===== src/rtl/streamer_pkg.sv =====
package streamer_pkg;

  // Strobes from control to datapath
  typedef struct packed {
    logic loadWord;
    logic dabbleStep;
    logic shiftDigit;
    logic sendDigit;
    logic sendCr;
  } strobe_t;

  // Decimal digits needed for a w-bit unsigned value
  function automatic int digitsFor(input int w);
    return (w * 1233) / 4096 + 1;
  endfunction

endpackage


===== src/rtl/streamer_dp.sv =====
module streamer_dp
  import streamer_pkg::*;
#(
  parameter int WORD_W   = 18,
  parameter int NDIG     = 6,
  parameter int TICK_DIV = 108,
  parameter int OVS      = 16
) (
  input  logic              clk,
  input  logic              rstN,
  input  strobe_t           stb,
  input  logic [WORD_W-1:0] wordData,
  input  logic              rxLine,
  output logic              txLine,
  output logic              txBusy,
  output logic              flowOn,
  output logic [3:0]        topDigit
);

  localparam int CW = $clog2(TICK_DIV + 1);
  localparam int PW = $clog2(OVS);
  localparam int BW = NDIG * 4;

  // Oversampling tick
  logic [CW-1:0] tickCnt;
  logic          tick;
  assign tick = (tickCnt == CW'(TICK_DIV - 1));

  always_ff @(posedge clk or negedge rstN) begin
    if (!rstN)     tickCnt <= '0;
    else if (tick) tickCnt <= '0;
    else           tickCnt <= tickCnt + 1'b1;
  end

  // Binary to BCD by shift-and-add-3
  logic [BW-1:0]     bcd;
  logic [BW-1:0]     bcdAdj;
  logic [WORD_W-1:0] bin;

  for (genvar g = 0; g < NDIG; g++) begin : gAdj
    assign bcdAdj[g*4 +: 4] = (bcd[g*4 +: 4] >= 4'd5) ? bcd[g*4 +: 4] + 4'd3
                                                      : bcd[g*4 +: 4];
  end

  always_ff @(posedge clk or negedge rstN) begin
    if (!rstN) begin
      bcd <= '0;
      bin <= '0;
    end else if (stb.loadWord) begin
      bcd <= '0;
      bin <= wordData;
    end else if (stb.dabbleStep) begin
      bcd <= {bcdAdj[BW-2:0], bin[WORD_W-1]};
      bin <= {bin[WORD_W-2:0], 1'b0};
    end else if (stb.shiftDigit) begin
      bcd <= {bcd[BW-5:0], 4'd0};
    end
  end

  assign topDigit = bcd[BW-1 -: 4];

  // Transmitter
  logic [9:0]    txShift;
  logic [3:0]    txBits;
  logic [PW-1:0] txPhase;
  logic [7:0]    charByte;

  assign charByte = stb.sendCr ? 8'h0D : {4'h3, topDigit};

  always_ff @(posedge clk or negedge rstN) begin
    if (!rstN) begin
      txShift <= '1;
      txBits  <= '0;
      txPhase <= '0;
      txBusy  <= 1'b0;
    end else if (stb.sendDigit || stb.sendCr) begin
      txShift <= {1'b1, charByte, 1'b0};
      txBits  <= 4'd10;
      txPhase <= '0;
      txBusy  <= 1'b1;
    end else if (txBusy && tick) begin
      if (txPhase == PW'(OVS - 1)) begin
        txPhase <= '0;
        txShift <= {1'b1, txShift[9:1]};
        txBits  <= txBits - 4'd1;
        if (txBits == 4'd1) txBusy <= 1'b0;
      end else begin
        txPhase <= txPhase + 1'b1;
      end
    end
  end

  assign txLine = txBusy ? txShift[0] : 1'b1;

  // Receiver for flow-control bytes
  logic          rxMeta, rxSync, rxActive;
  logic [PW-1:0] rxPhase;
  logic [3:0]    rxIdx;
  logic [7:0]    rxByte;

  always_ff @(posedge clk or negedge rstN) begin
    if (!rstN) begin
      rxMeta   <= 1'b1;
      rxSync   <= 1'b1;
      rxActive <= 1'b0;
      rxPhase  <= '0;
      rxIdx    <= '0;
      rxByte   <= '0;
      flowOn   <= 1'b1;
    end else begin
      rxMeta <= rxLine;
      rxSync <= rxMeta;
      if (tick) begin
        if (!rxActive) begin
          if (!rxSync) begin
            rxActive <= 1'b1;
            rxPhase  <= '0;
            rxIdx    <= '0;
          end
        end else if (rxIdx == 4'd0) begin
          if (rxPhase == PW'(OVS / 2 - 1)) begin
            rxPhase <= '0;
            if (rxSync) rxActive <= 1'b0;
            else        rxIdx    <= 4'd1;
          end else begin
            rxPhase <= rxPhase + 1'b1;
          end
        end else if (rxPhase == PW'(OVS - 1)) begin
          rxPhase <= '0;
          if (rxIdx <= 4'd8) begin
            rxByte <= {rxSync, rxByte[7:1]};
            rxIdx  <= rxIdx + 4'd1;
          end else begin
            rxActive <= 1'b0;
            if (rxSync && rxByte == 8'h11) flowOn <= 1'b1;
            if (rxSync && rxByte == 8'h13) flowOn <= 1'b0;
          end
        end else begin
          rxPhase <= rxPhase + 1'b1;
        end
      end
    end
  end

endmodule


===== src/rtl/streamer_ctrl.sv =====
module streamer_ctrl
  import streamer_pkg::*;
#(
  parameter int WORD_W = 18,
  parameter int NDIG   = 6
) (
  input  logic       clk,
  input  logic       rstN,
  input  logic       wordValid,
  input  logic       wordLast,
  output logic       wordReady,
  input  logic       txBusy,
  input  logic       flowOn,
  input  logic [3:0] topDigit,
  output strobe_t    stb,
  output logic       done
);

  localparam int SW = $clog2(WORD_W + 1);
  localparam int DW = $clog2(NDIG + 1);

  typedef enum logic [2:0] {
    S_IDLE, S_CONV, S_SKIP, S_DIGIT, S_CR, S_DRAIN, S_END
  } state_t;

  state_t        state;
  logic [SW-1:0] stepCnt;
  logic [DW-1:0] digLeft;
  logic          lastWord;
  logic          canSend;

  assign canSend   = !txBusy && flowOn;
  assign wordReady = (state == S_IDLE);
  assign done      = (state == S_END);

  always_comb begin
    stb = '0;
    case (state)
      S_IDLE:  stb.loadWord   = wordValid;
      S_CONV:  stb.dabbleStep = 1'b1;
      S_SKIP:  stb.shiftDigit = (topDigit == 4'd0) && (digLeft > DW'(1));
      S_DIGIT: begin
        stb.sendDigit  = canSend;
        stb.shiftDigit = canSend;
      end
      S_CR:    stb.sendCr = canSend;
      default: ;
    endcase
  end

  always_ff @(posedge clk or negedge rstN) begin
    if (!rstN) begin
      state    <= S_IDLE;
      stepCnt  <= '0;
      digLeft  <= '0;
      lastWord <= 1'b0;
    end else begin
      case (state)
        S_IDLE: if (wordValid) begin
          lastWord <= wordLast;
          stepCnt  <= SW'(WORD_W);
          state    <= S_CONV;
        end
        S_CONV: begin
          stepCnt <= stepCnt - 1'b1;
          if (stepCnt == SW'(1)) begin
            digLeft <= DW'(NDIG);
            state   <= S_SKIP;
          end
        end
        S_SKIP:
          if (stb.shiftDigit) digLeft <= digLeft - 1'b1;
          else                state   <= S_DIGIT;
        S_DIGIT: if (canSend) begin
          digLeft <= digLeft - 1'b1;
          if (digLeft == DW'(1)) state <= S_CR;
        end
        S_CR: if (canSend) state <= lastWord ? S_DRAIN : S_IDLE;
        S_DRAIN: if (!txBusy) state <= S_END;
        default: state <= S_END;
      endcase
    end
  end

endmodule


===== src/rtl/sample_streamer.sv =====
module sample_streamer
  import streamer_pkg::*;
#(
  parameter int CLK_HZ = 200_000_000,
  parameter int BAUD   = 115_200,
  parameter int WORD_W = 18
) (
  input  logic              clk,
  input  logic              rstN,
  input  logic              wordValid,
  input  logic [WORD_W-1:0] wordData,
  input  logic              wordLast,
  output logic              wordReady,
  input  logic              rxLine,
  output logic              txLine,
  output logic              done
);

  localparam int OVS      = 16;
  localparam int TICK_DIV = CLK_HZ / (BAUD * OVS);
  localparam int NDIG     = digitsFor(WORD_W);

  strobe_t    stb;
  logic       txBusy;
  logic       flowOn;
  logic [3:0] topDigit;

  streamer_ctrl #(.WORD_W(WORD_W), .NDIG(NDIG)) u_ctrl (
    .clk(clk), .rstN(rstN), .wordValid(wordValid), .wordLast(wordLast),
    .wordReady(wordReady), .txBusy(txBusy), .flowOn(flowOn),
    .topDigit(topDigit), .stb(stb), .done(done)
  );

  streamer_dp #(.WORD_W(WORD_W), .NDIG(NDIG), .TICK_DIV(TICK_DIV), .OVS(OVS)) u_dp (
    .clk(clk), .rstN(rstN), .stb(stb), .wordData(wordData), .rxLine(rxLine),
    .txLine(txLine), .txBusy(txBusy), .flowOn(flowOn), .topDigit(topDigit)
  );

endmodule


===== config.mk =====
export PLATFORM = sky130hd
export DESIGN_NAME = sample_streamer
export DESIGN_NICKNAME = d
export VERILOG_FILES = /design/src/rtl/streamer_pkg.sv /design/src/rtl/streamer_dp.sv /design/src/rtl/streamer_ctrl.sv /design/src/rtl/sample_streamer.sv
export SDC_FILE = /design/constraint.sdc
export NUM_CORES = 1
export LEC_CHECK = 0
export ABC_CLOCK_PERIOD_IN_PS = 4400
export CAP_MARGIN = 25
export CORE_MARGIN = 2
export CORE_UTILIZATION = 45
export DETAILED_ROUTE_END_ITERATION = 16
export SYNTH_ARGS = -nofsm -noshare
export SYNTH_HDL_FRONTEND = slang
export SYNTH_SLANG_ARGS = --single-unit

===== constraint.sdc =====
create_clock -name clk -period 4.4 [get_ports clk]
set_input_delay 1.32 -clock clk [delete_from_list [all_inputs] [get_ports clk]]
set_output_delay 1.32 -clock clk [all_outputs]
set_load 0.05 [all_outputs]

==> results.toml, run 1 <==
[clock_network]
clkLatencyLatePin_ps = 350
clock-root-buffer = "clkbuf_16"
numCtsBuffers = 9
ctsHoldBuffers = 0
clk_pin_slew_ps = 70
h-tree-depth = 3
clk_path_buf_depth = 2
cts_setup_buffers = 0
ctsResizeCount = 0
cts_tree = "done"
cts_sinks = 99

[sta]
fin_ws_ps = 942
max_freq_ghz = 0.289
skew_ps = 5.73
worst-slew-pin-transition_ps = 836
final_hold_viol_count = 0
finalCritPeriodShare_pct = 78.6
setup_violations = 0
holdWs_ps = 359
slew_violations = 0
rsz0062_at_grt = "false"
fin_setup_tns_ps = 0
final.min_clock_period_ps = 3460
slew_headroom_pct = 44.3

[yosys]
yosysTopAreaCell = "dfrtp_1"
synth_nets = 579
synth_area_um2 = 5320
yosysTopAreaCellShare_pct = 40.9
async_reset_ff_share_pct = 100
yosys_register_bits = 99
synthCells = 532
yosys_warnings = 0
ys_types = 65
yosys-top-cells-area = "dfrtp_1 (41%), dfstp_2 (5.9%), ha_1 (5.6%)"
synthFlopType = "dfrtp_1"
synth-edff-count = 0
avgSynthCellArea_um2 = 10.0
synth_seq_area_share_pct = 46.8

[power]
clkPwrFrac_pct = 43.6
power.share.combinational_pct = 2.4
p_seq_share_pct = 54.0
internal-power_mw = 1.33
p_leak_nw = 2.77
vdd_drop_max_v = 0.000202
powerDensity_nw_per_um2 = 285
p_sw_share_pct = 21.2
switching_power_mw = 0.359

[worst_setup_path]
crit_chain = "nor3_1 > clkdlybuf4s50_1"
r2r-start = "u_ctrl.state[1]$_DFFE_PN0P_"
worst_ep_required_time_ps = 3080
crit_fanout = 19
path_buf_inv = 1
slowest_delay_ps = 860
cp-startpoint = "u_ctrl.state[0]$_DFFE_PN0P_"
timing_worst_setup_path_type = "reg2out"
cp-end-kind = "primary output"
critPathSlowestCell = "clkdlybuf4s50_1"
path_delay_family = "buffers and inverters"
crit_arrival_ps = 2140
crit_path_start_kind = "register"

[drt]
num_vias = 3982
dr.pass1.iters = 6
wl_per_cell_um = 14.7
drtAntennaViolNets = 0
drc = 0
viasPerCell = 5.74
drtIter0Drc = 289
drt_wl_total_mm = 10.2

[finish]
num_antenna_cells = 0
drive_gt1_share_pct = 11.6
final_cell_mix = "dfrtp_1 (87), inv_1 (42), nand2_1 (42), o21ai_0 (34), nor2_1 (31)"
nNetsFinal = 593
final_common_cell = "dfrtp_1"
area_delta_synth_final_pct = 11.2

[floorplanning]
dieHeight_um = 113
io_pins = 26
die_x_um = 113
dieArea_um2 = 12700
start_util_pct = 46.4
coreArea_um2 = 11500
rows = 39

[global_route]
grt_pass1_wl_mm = 18.2
grt_pass1_vias = 3858
grt-ovfl-total = 0
track_usage_pct = 17.3
antenna_found_initial = 0
grt_max_degree = 63

[placement]
dp_slack_ps = 1270
hpwl_mm = 6.91
gp_congestion = 0.777
numPortBuffers = 25

[job]
cap_violations = 0

[hold_path]
hp-start = "u_dp.rxMeta$_DFF_PN1_"
hp-class = "reg2reg"

[status]
status = "complete, no violations"
## registers in the layout, summed over array words and instances, names as in the netlist
register / flops
u_ctrl.digLeft: 3
u_dp.rxSync: 1
u_dp.rxIdx: 4
u_dp.txShift: 9
u_dp.rxActive: 1
u_dp.rxPhase: 4
u_dp.tickCnt: 7
u_ctrl.stepCnt: 5
u_dp.bcd: 24
u_dp.txPhase: 4
u_dp.rxMeta: 1
u_dp.txBusy: 1
u_ctrl.state: 3
u_dp.rxByte: 8
u_ctrl.lastWord: 1
u_dp.txBits: 4
u_dp.flowOn: 1
u_dp.bin: 18
## synthesized netlist by cell type, types with 3 or more instances
library cell,count
a21oi_1,29
clkbuf_1,13
xnor2_1,15
or3_1,3
nor3_1,16
a31oi_1,4
ha_1,24
nand2_1,42
a222oi_1,17
a32oi_1,5
o21ai_0,34
nand3_1,13
inv_1,42
a221oi_1,15
a22oi_1,3
mux2_2,10
nand4_1,3
dfstp_2,12
nor2b_1,6
a31o_2,3
a22o_1,7
xor2_1,4
and3_1,4
nor2_1,31
buf_6,5
buf_2,6
nand2b_1,17
o21ai_2,4
dfrtp_1,87
mux2i_1,7
o22ai_1,7
## cell type report
| cell class | instances | area [um^2] |
|---|---|---|
| clock inverter | 4 | 26.3 |
| clock buffer | 12 | 246 |
| sequential | 99 | 2490 |
| fill | 1014 | 5550 |
| tap | 143 | 179 |
| inverter | 42 | 158 |
| multi-input combinational | 363 | 2510 |
| timing repair buffer | 31 | 305 |
## path summary, 6_finish.rpt
kind | endpoint | slack, ps | depth (start not counted)
min in group asynchronous | u_dp.txBits[0]$_DFFE_PN0P_ | 1070 | 1
worst max register to register | u_ctrl.stepCnt[2]$_DFFE_PN0P_ | 2060 | 6
worst max-delay path | wordReady | 940 | 2
worst min-delay path | u_dp.rxSync$_DFF_PN1_ | 360 | 0
worst min register to register | u_dp.rxSync$_DFF_PN1_ | 360 | 0
max in group asynchronous | u_dp.flowOn$_DFFE_PN1P_ | 2600 | 2
## stage by stage
stage	power, mW	util, %	cell area, um^2	instances
finish	1.69	51.6	5920	694
global route	1.76	51.6	5920	694
CTS	1.72	51.6	5920	694
global placement	0.972	49.2	5640	678
floorplan	0.930	-	5320	532
detailed placement	0.972	49.2	5640	678
## power groups by stage
stage	Sequential [mW]	Clock, mW	Combinational [mW]
after detailed placement	0.930	0	0.0420
after global routing	0.912	0.807	0.0450
after CTS	0.913	0.765	0.0420
after floorplan	0.930	0	0.000814
after global placement	0.930	0	0.0420
final	0.913	0.736	0.0402
## worst register-to-register path, cell delays in order, from the launching register on
cell and delay (ps):
dfrtp_1 540, nor2_1 250, and2_1 710, buf_4 400, nand2_1 110, xor2_1 130, nor2_1 50
## kinds of logic (layout without fill, tap and decap cells)
logic type,after synthesis,in the layout,synth area share [%]
AOI/OAI and AO/OA,144,144,18.8
xor gates and xnor gates,19,19,3.13
adders and majority gates,24,24,5.64
buffers and inverters,70,89,6.09
DFF,99,99,46.8
muxes,18,18,3.71
and+or+nand+nor,158,158,15.8
## layer usage
metal	global-route usage, %	share of wire, %
met4	7.07	1.7
met1	24.5	50
met3	2.79	3.2
met2	26.9	46
met5	0	0
Power figures use the tool's default switching activity.
==> run 2: changes to the inputs <==
Settings changed: ABC_CLOCK_PERIOD_IN_PS 4400 to 3400.
Clock period 4.4 ns to 3.4 ns, I/O delays scaled along.
==> results.toml, run 2 (same netlist as run 1, synthesis figures left out) <==
[status]
status = "complete, no violations"

[clock_network]
clk_path_buf_depth = 2
cts_tree = "done"
ctsResizeCount = 0
clk_pin_slew_ps = 70
ctsHoldBuffers = 0
clock-root-buffer = "clkbuf_16"
clkLatencyLatePin_ps = 350
cts_setup_buffers = 0
h-tree-depth = 3
numCtsBuffers = 9
cts_sinks = 99

[drt]
viasPerCell = 5.76
drc = 0
drtAntennaViolNets = 0
drt_wl_total_mm = 10.7
num_vias = 4024
dr.pass1.iters = 6
wl_per_cell_um = 15.3
drtIter0Drc = 264

[placement]
hpwl_mm = 7.31
gp_congestion = 0.781
numPortBuffers = 25

[global_route]
grt_max_degree = 46
grt_pass1_vias = 3923
track_usage_pct = 17.7
grt-ovfl-total = 0
antenna_found_initial = 0
grt_pass1_wl_mm = 18.5

[power]
power.share.combinational_pct = 2.3
p_leak_nw = 2.82
internal-power_mw = 1.79
powerDensity_nw_per_um2 = 382
clkPwrFrac_pct = 46.0
switching_power_mw = 0.500
p_seq_share_pct = 51.7
total_power_mw = 2.29
vdd_drop_max_v = 0.000449
p_sw_share_pct = 21.9

[worst_setup_path]
cp-end-kind = "primary output"
timing_worst_setup_path_type = "reg2out"
crit_arrival_ps = 2100
worstRegToRegCells = 6
cp-startpoint = "u_ctrl.state[2]$_DFFE_PN0P_"
r2r-start = "u_dp.tickCnt[0]$_DFF_PN0_"
crit_fanout = 13
worst_ep_required_time_ps = 2380
crit_path_start_kind = "register"

[hold_path]
hp-class = "reg2reg"
whs_path_depth = 0
hp-start = "u_dp.rxMeta$_DFF_PN1_"

[floorplanning]
io_pins = 26
dieArea_um2 = 12700
start_util_pct = 46.4
die_x_um = 113
dieHeight_um = 113
coreArea_um2 = 11500
rows = 39

[sta]
rsz0062_at_grt = "false"
slew_headroom_pct = 60.0
final_hold_viol_count = 0
worst-slew-pin-transition_ps = 596
setup_violations = 0
finalCritPeriodShare_pct = 91.9
final.min_clock_period_ps = 3120
max_freq_ghz = 0.320
skew_ps = 4.60
fin_setup_tns_ps = 0
slew_violations = 0

[finish]
nFillCells = 1027
multi_input_area_um2 = 2510
nNetsFinal = 598
largest_register_ffs = 24
final_cell_mix = "dfrtp_1 (87), inv_1 (42), nand2_1 (42), o21ai_0 (34), nor2_1 (31)"
final_common_cell = "dfrtp_1"
regMostFlops = "u_dp.bcd"
area_delta_synth_final_pct = 12.4
reg_top3 = "u_dp.bcd: 24 flops, u_dp.bin: 18 flops, u_dp.txShift: 9 flops"
seqCellArea_um2 = 2490
drive_gt1_share_pct = 12.6
num_antenna_cells = 0

[job]
cap_violations = 0
run 2: path summary, 6_finish.rpt:
kind	slack, ps	endpoint
worst min register to register	360	u_dp.rxSync$_DFF_PN1_
min in group asynchronous	600	u_dp.txBusy$_DFFE_PN0P_
worst max-delay path	280	wordReady
max in group asynchronous	2070	u_dp.txShift[5]$_DFFE_PN1P_
worst max register to register	1280	u_dp.rxByte[0]$_DFFE_PN0P_
worst min-delay path	360	u_dp.rxSync$_DFF_PN1_
run 2: cell type report:
| class | instances | area share, % |
|---|---|---|
| repair buffers | 36 | 5.73 |
| multi-input cells | 363 | 41.9 |
| clock inverters | 6 | 1.21 |
| inverters | 42 | 2.63 |
| well taps | 143 | 2.99 |
| flip-flops and latches | 99 | 41.7 |
| clock buffers | 10 | 3.83 |
run 2: power by group through the flow:
stage          Clock [mW]  Sequential, mW  Combinational, mW
6_report             1.05            1.18             0.0536
5_1_grt              1.14            1.18             0.0603
4_1_cts              1.09            1.18             0.0562
3_5_place_dp            0            1.20             0.0559
3_3_place_gp            0            1.20             0.0548
2_1_floorplan           0            1.20            0.00105
run 2: critical path: stages, from the launching register on:
cell             delay (ps)
dfrtp_1                 500
nor3_1                  370
clkdlybuf4s50_1         880
run 2: through the flow:
stage                     hold WS (ps)  utilization (%)  setup WS (ps)  instances  instance area (um^2)
final                              358             52.2            276        699                  5980
after CTS                          361             52.2            278        699                  5980
after detailed placement           350             49.5            668        683                  5680
after floorplan                    345                -            763        532                  5320
after global placement             348             49.5            703        683                  5680
after global routing               362             52.2           81.5        699                  5980
run 2: per-layer routing:
layer | wire [um] | part of all wire, % | global-route usage, %
met5 | 0 | 0 | 0
met4 | 131 | 1.2 | 5.69
met2 | 4850 | 46 | 28.0
met3 | 459 | 4.3 | 4.71
met1 | 5220 | 49 | 24.1
==> run 3: changes to the inputs <==
--- a/config.mk
+++ b/config.mk
@@ -15 +15,2 @@
 export SYNTH_SLANG_ARGS = --single-unit
+export TNS_END_PERCENT = 20
==> constraint.sdc (replaced) <==
create_clock -name clk -period 3.4 [get_ports clk]
set_input_delay 0.68 -clock clk [delete_from_list [all_inputs] [get_ports clk]]
set_output_delay 0.68 -clock clk [all_outputs]
set_load 0.05 [all_outputs]
==> results.toml, run 3 (same netlist as run 1, synthesis figures left out) <==
[placement]
hpwl_mm = 7.08
gp_congestion = 0.791
numPortBuffers = 25
place_area_um2 = 5640

[worst_setup_path]
critPathSlowestCell = "clkdlybuf4s50_1"
crit_fanout = 19
crit_arrival_ps = 2200
path_delay_family = "buffers and inverters"
crit_chain = "nor3_1 > clkdlybuf4s50_1"
path_buf_inv = 1
regToRegSetupSlack_ps = 1250
cp-end-kind = "primary output"
slowest_delay_ps = 870
crit_path_start_kind = "register"
timing_worst_setup_path_type = "reg2out"
worst_ep_required_time_ps = 2720

[sta]
slew_headroom_pct = 54.7
final.min_clock_period_ps = 2880
holdWs_ps = 357
finalCritPeriodShare_pct = 84.6
final_hold_viol_count = 0
rsz0062_at_grt = "false"
max_freq_ghz = 0.348
fin_setup_tns_ps = 0
slew_violations = 0
setup_violations = 0
worst-slew-pin-transition_ps = 680
skew_ps = 7.78

[drt]
drtAntennaViolNets = 0
dr.pass1.iters = 5
viasPerCell = 5.71
drt_wl_total_mm = 10.5
drtIter0Drc = 242
wl_per_cell_um = 15.1
num_vias = 3965
drc = 0

[global_route]
grt_max_degree = 53
grt_pass1_vias = 3910
grt_pass1_wl_mm = 18.4
track_usage_pct = 17.6
grt-ovfl-total = 0
antenna_found_initial = 0

[finish]
largest_register_ffs = 24
num_antenna_cells = 0
regMostFlops = "u_dp.bcd"
design_area_um2 = 5950
drive_gt1_share_pct = 11.6
final_cell_mix = "dfrtp_1 (87), inv_1 (42), nand2_1 (42), o21ai_0 (34), nor2_1 (31)"
final_common_cell = "dfrtp_1"
area_delta_synth_final_pct = 11.9
nNetsFinal = 593
reg_top3 = "u_dp.bcd: 24 flops, u_dp.bin: 18 flops, u_dp.txShift: 9 flops"
nFillCells = 1030

[floorplanning]
rows = 39
io_pins = 26
coreArea_um2 = 11500
dieHeight_um = 113
start_util_pct = 46.4
dieArea_um2 = 12700
die_x_um = 113

[hold_path]
hp-class = "in2async"

[clock_network]
h-tree-depth = 3
clock-root-buffer = "clkbuf_16"
ctsHoldBuffers = 0
clkLatencyLatePin_ps = 340
ctsResizeCount = 0
clk_path_buf_depth = 2
clk_pin_slew_ps = 60
cts_tree = "done"
cts_setup_buffers = 0
cts_sinks = 99
numCtsBuffers = 9

[power]
vdd_drop_max_v = 0.000232
powerDensity_nw_per_um2 = 387
p_leak_nw = 2.79
total_power_mw = 2.31

[job]
cap_violations = 0

[status]
status = "complete, no violations"
## run 3: cell types whose count changed in the layout (fill, tap and decap cells not counted)
| cell | before | now |
|---|---|---|
| bufinv_16 | 1 | 2 |
| clkinv_2 | 1 | 2 |
| buf_4 | 11 | 6 |
| clkbuf_1 | 1 | 2 |
| clkinvlp_4 | 0 | 1 |
| inv_6 | 2 | 0 |
| clkinv_4 | 1 | 0 |
| inv_8 | 1 | 0 |
## run 3: final cells by class
type | count | area [um^2] | area share, %
repair buffers | 31 | 305 | 5.13
clock inverters | 5 | 77.6 | 1.30
clock buffers | 11 | 233 | 3.91
flip-flops and latches | 99 | 2490 | 41.9
inverters | 42 | 158 | 2.65
well taps | 143 | 179 | 3.00
multi-input cells | 363 | 2510 | 42.2
## run 3: stage by stage
| step | utilization [%] | setup slack (ps) | cells |
|---|---|---|---|
| 6_report | 51.9 | 524 | 694 |
| 5_1_grt | 51.9 | 451 | 694 |
| 4_1_cts | 51.9 | 541 | 694 |
| 3_5_place_dp | 49.2 | 920 | 678 |
| 3_3_place_gp | 49.2 | 940 | 678 |
| 2_1_floorplan | - | 763 | 532 |
## run 3: final timing paths
path	startpoint	endpoint	cells past startpoint
max in group asynchronous	rstN	u_dp.txShift[5]$_DFFE_PN1P_	2
setup / recovery	u_ctrl.state[0]$_DFFE_PN0P_	wordReady	2
hold / removal	rstN	u_dp.txPhase[3]$_DFFE_PN0P_	1
hold reg to reg	u_dp.rxMeta$_DFF_PN1_	u_dp.rxSync$_DFF_PN1_	0
setup reg to reg	u_ctrl.state[1]$_DFFE_PN0P_	u_ctrl.state[0]$_DFFE_PN0P_	5
min in group clk	u_dp.rxMeta$_DFF_PN1_	u_dp.rxSync$_DFF_PN1_	0
## run 3: metal layers
metal,share of wire (%),track usage (%),up-vias
met3,3.9,2.73,10
met4,1.6,7.07,0
met2,45,27.7,82
met1,49,24.5,1920
met5,0,0,-
li1,-,-,1953
## run 3: power by group
part	switching [mW]	leakage, nW	internal [mW]
Combinational	0.0281	1.36	0.0245
Sequential	0.00106	1.28	1.18
Clock	0.430	0.150	0.643
## run 3: worst reg2reg max path, cell delays in order (launching register included)
cell	delay [ps]
dfrtp_1	630
nor2_1	170
nand2_1	370
o22ai_1	160
nor3_1	330
mux2_2	380
